--- src/rtl/bitslip_aligner.sv ---
module bitslip_aligner #(
  parameter int W = 8
) (
  input  logic         clk,
  input  logic         rst,
  input  logic [W-1:0] in_data,
  input  logic         in_valid,
  input  logic         slip_req,
  output logic [W-1:0] out_data,
  output logic         out_valid
);
  localparam int OW = (W > 1) ? $clog2(W) : 1;
  localparam logic [OW-1:0] OFF_LAST = OW'(W - 1);

  logic [W-1:0]   prev_q;
  logic [OW-1:0]  off_q;
  logic           req_d1, req_d2;
  logic           slip_fire;
  logic [2*W-1:0] window;

  assign slip_fire = slip_req & req_d1 & ~req_d2;
  assign window    = {in_data, prev_q};

  always_ff @(posedge clk) begin
    if (rst) begin
      prev_q    <= '0;
      off_q     <= '0;
      req_d1    <= 1'b0;
      req_d2    <= 1'b0;
      out_data  <= '0;
      out_valid <= 1'b0;
    end else begin
      req_d1    <= slip_req;
      req_d2    <= req_d1;
      out_valid <= in_valid;
      if (slip_fire)
        off_q <= (off_q == OFF_LAST) ? '0 : off_q + 1'b1;
      if (in_valid) begin
        prev_q   <= in_data;
        out_data <= window[off_q +: W];
      end
    end
  end
endmodule


--- config.mk ---
export PLATFORM = sky130hd
export DESIGN_NAME = bitslip_aligner
export DESIGN_NICKNAME = d
export VERILOG_FILES = /design/src/rtl/bitslip_aligner.sv
export SDC_FILE = /design/constraint.sdc
export NUM_CORES = 1
export LEC_CHECK = 0
export CORE_MARGIN = 5
export CORE_UTILIZATION = 51
export CTS_CLUSTER_DIAMETER = 30
export DETAILED_ROUTE_END_ITERATION = 6
export PLACE_DENSITY = 0.78
export SLEW_MARGIN = 20
export SYNTH_ARGS = -nofsm -noshare
export SYNTH_HDL_FRONTEND = slang
export SYNTH_SLANG_ARGS = --single-unit
--- constraint.sdc ---
create_clock -name clk -period 2.1 [get_ports clk]
set_input_delay 0.315 -clock clk [delete_from_list [all_inputs] [get_ports clk]]
set_output_delay 0.315 -clock clk [all_outputs]
set_load 0.05 [all_outputs]
==> flow_summary.toml <==
[sta]
final_max_slew_viol_count = 0
min_period_ns = 1.83
setup-violations-final = 0
rsz0062_at_grt = "no"
max-slew-margin-rel = 0.472
worst_slack_ns = 0.265
fin_tns_setup_ns = 0
fmax_mhz = 545
timing.final.crit_share = 0.874
worst_pin_slew_ns = 0.791
finClkSkew_ns = 0.00538
hold_violations = 0

[pwr]
intPower_uw = 720
vdd_drop_max_mv = 0.591
p_switching_uw = 259
comb_power_share = 0.188
seqPwrFrac = 0.471
finalPower_uw = 979
p_clk_frac = 0.341
switching_share = 0.265
p_leak_uw = 0.000518
cellPowerDensity_mw_per_mm2 = 692

[drt]
first_pass_iters = 4
wire_per_inst_um = 16.2
drt.antenna.violating_nets = 0
via_per_inst = 5.93
num_vias = 907
drc = 0
drt_iter0_markers = 25
routed_wl_um = 2480

[finish]
fillCellCount = 182
diodes = 0
area_growth_pct = 23.9
drive_gt1_frac = 0.136
ff_latch_area_um2 = 440
final_core_util = 0.652
multi_input_area_um2 = 664
final_nets = 140

[grt]
grt_pass1_vias = 940
grt_pass1_wl_um = 4300
antenna_found_initial = 0
grt.overflow.total = 0
grt_max_degree = 18
gr-usage-all-layers = 0.168

[yosys]
netlist_area_mm2 = 0.00114
synth_edf_count = 0
synth_nets = 119
postSynthAreaPerCell_um2 = 10.9
synth_cells = 105
synth.distinct_cells = 22
synthFlopType = "dfxtp_1"
synth-seq-cells = 22
ys_seq_area_frac = 0.386
synth_warnings = 0
async_reset_ff_frac = 0

[clocking]
cts_buffers = 3
root_buffer = "clkbuf_4"
cts_hold_buf = 0
clock_latency_ns = 0.32
ctsHtreeMaxLevel = 1
postCtsSetupRepairBufs = 0
cts.path.max_buffers = 2
clkSlewWorstSetupHoldPaths_ns = 0.13
cts_sinks = 22
cts_resized = 0
cts_tree = "yes"

[worst_setup_path]
critPathTopFamily = "buffers and inverters"
critPathLaunch = "out_data[7]$_SDFFE_PP0P_"
crit_path_end_kind = "output port"
r2r_cells = 3
worst_setup_path_start_kind = "flop"
timing_worst_setup_path_type = "reg -> out"
path_depth = 1
crit_buf_inv = 1
cp_max_fo = 2
max_stage_delay_ns = 0.83
timing.rr.end = "out_data[1]$_SDFFE_PP0P_"
reg2reg_from = "off_q[1]$_SDFFE_PP0P_"
crit_end = "out_data[7]"
rrSetupSlack_ns = 0.31
required_ns = 1.78
path_cells = "clkdlybuf4s50_1"
critPathSlowestCell = "clkdlybuf4s50_1"
arrival_ns = 1.52

[floorplanning]
chipWidth_um = 57.3
io_pins = 21
dieArea_mm2 = 0.00329
fp-row-count = 17
core_mm2 = 0.00217
die_h_um = 57.3
start_util = 0.527

[placement]
hpwl_um = 1950
dp_slack_ns = 0.237
io_buffers = 20
place_congestion = 0.812

[run]
cap_violations = 0

[min_path]
worstHoldPathType = "reg -> reg"

[status]
status = "complete, no violations"
-- placed cells by master (no fill, tap or decap) --
cell | Yosys | final
nor2b_1 | 4 | 4
nand3b_1 | 1 | 1
buf_4 | 0 | 3
or3_1 | 1 | 1
and3b_1 | 1 | 1
clkbuf_4 | 0 | 3
clkdlybuf4s50_1 | 0 | 20
a211o_1 | 4 | 4
and3_1 | 1 | 1
bufinv_16 | 0 | 1
dfxtp_1 | 22 | 22
mux4_2 | 4 | 4
mux2i_1 | 24 | 24
mux2_2 | 2 | 2
mux2_1 | 2 | 2
a211oi_2 | 4 | 4
nor2_1 | 17 | 17
nand2_1 | 2 | 2
or3b_1 | 1 | 1
a221oi_1 | 4 | 4
ha_1 | 2 | 2
a21oi_1 | 2 | 2
-- logic make-up after synthesis --
family | Yosys count | share of synthesized area
AO/OA/AOI/OAI | 14 | 0.114
AND/OR/NAND/NOR | 28 | 0.117
adder cells (fa/ha/maj) | 2 | 0.0219
buffers and inverters | 7 | 0.0329
flip-flops | 22 | 0.386
multiplexers | 32 | 0.329
-- synth_stat cells, types with 2 or more instances --
cell type | instances | area share
mux2i_1 | 24 | 0.21
dfxtp_1 | 22 | 0.39
nor2_1 | 17 | 0.056
a211o_1 | 4 | 0.031
a211oi_2 | 4 | 0.044
a221oi_1 | 4 | 0.031
mux4_2 | 4 | 0.079
nor2b_1 | 4 | 0.022
buf_2 | 3 | 0.013
a21oi_1 | 2 | 0.0088
buf_1 | 2 | 0.0066
ha_1 | 2 | 0.022
mux2_1 | 2 | 0.020
mux2_2 | 2 | 0.020
nand2_1 | 2 | 0.0066
-- registers in the layout, indices dropped and copies added (netlist names) --
signal	flops
out_data	8
prev_q	8
off_q	3
out_valid	1
req_d1	1
req_d2	1
-- per-stage QoR --
step / area, um^2 / hold WS, ns / cells
finish: 1420 / 0.477 / 153
detailed placement: 1360 / 0.457 / 149
global route: 1420 / 0.507 / 153
global placement: 1360 / 0.451 / 149
floorplan: 1140 / 0.439 / 105
CTS: 1420 / 0.479 / 153
-- worst min-delay path by stage --
stage                                  from                 to  slack [ns]  cells after the start
after detailed placement  req_d1$_SDFF_PP0_  req_d2$_SDFF_PP0_        0.46                      1
after global routing      req_d1$_SDFF_PP0_  req_d2$_SDFF_PP0_        0.51                      1
after CTS                 req_d1$_SDFF_PP0_  req_d2$_SDFF_PP0_        0.48                      1
final                     req_d1$_SDFF_PP0_  req_d2$_SDFF_PP0_        0.48                      1
after global placement    req_d1$_SDFF_PP0_  req_d2$_SDFF_PP0_        0.45                      1
after floorplan           req_d1$_SDFF_PP0_  req_d2$_SDFF_PP0_        0.44                      1
-- layer usage --
layer / vias to the layer above / wire length [um] / global-route usage
li1: 425 / - / -
met1: 429 / 1020 / 0.192
met2: 40 / 1180 / 0.272
met3: 13 / 169 / 0.0430
met4: 0 / 114 / 0.119
met5: - / 0 / 0
-- cell type report --
type | count | area share
well taps | 28 | 0.0248
flip-flops and latches | 22 | 0.311
clock buffers | 3 | 0.0159
clock inverters | 1 | 0.0212
multi-input cells | 76 | 0.469
repair buffers | 23 | 0.157
-- worst register-to-register path, cell delays in order (launching register included) --
cell and delay [ns]:
dfxtp_1 0.71, mux2i_1 0.27, mux4_2 0.53, a211oi_2 0.21
-- power by group through the flow --
| stage | Clock [uW] | Sequential [uW] | Combinational (uW) |
|---|---|---|---|
| 2_1_floorplan | 0 | 498 | 87.1 |
| 3_3_place_gp | 0 | 468 | 180 |
| 3_5_place_dp | 0 | 470 | 185 |
| 4_1_cts | 336 | 461 | 185 |
| 5_1_grt | 359 | 465 | 199 |
| 6_report | 334 | 461 | 184 |
Power figures use the tool's default switching activity.
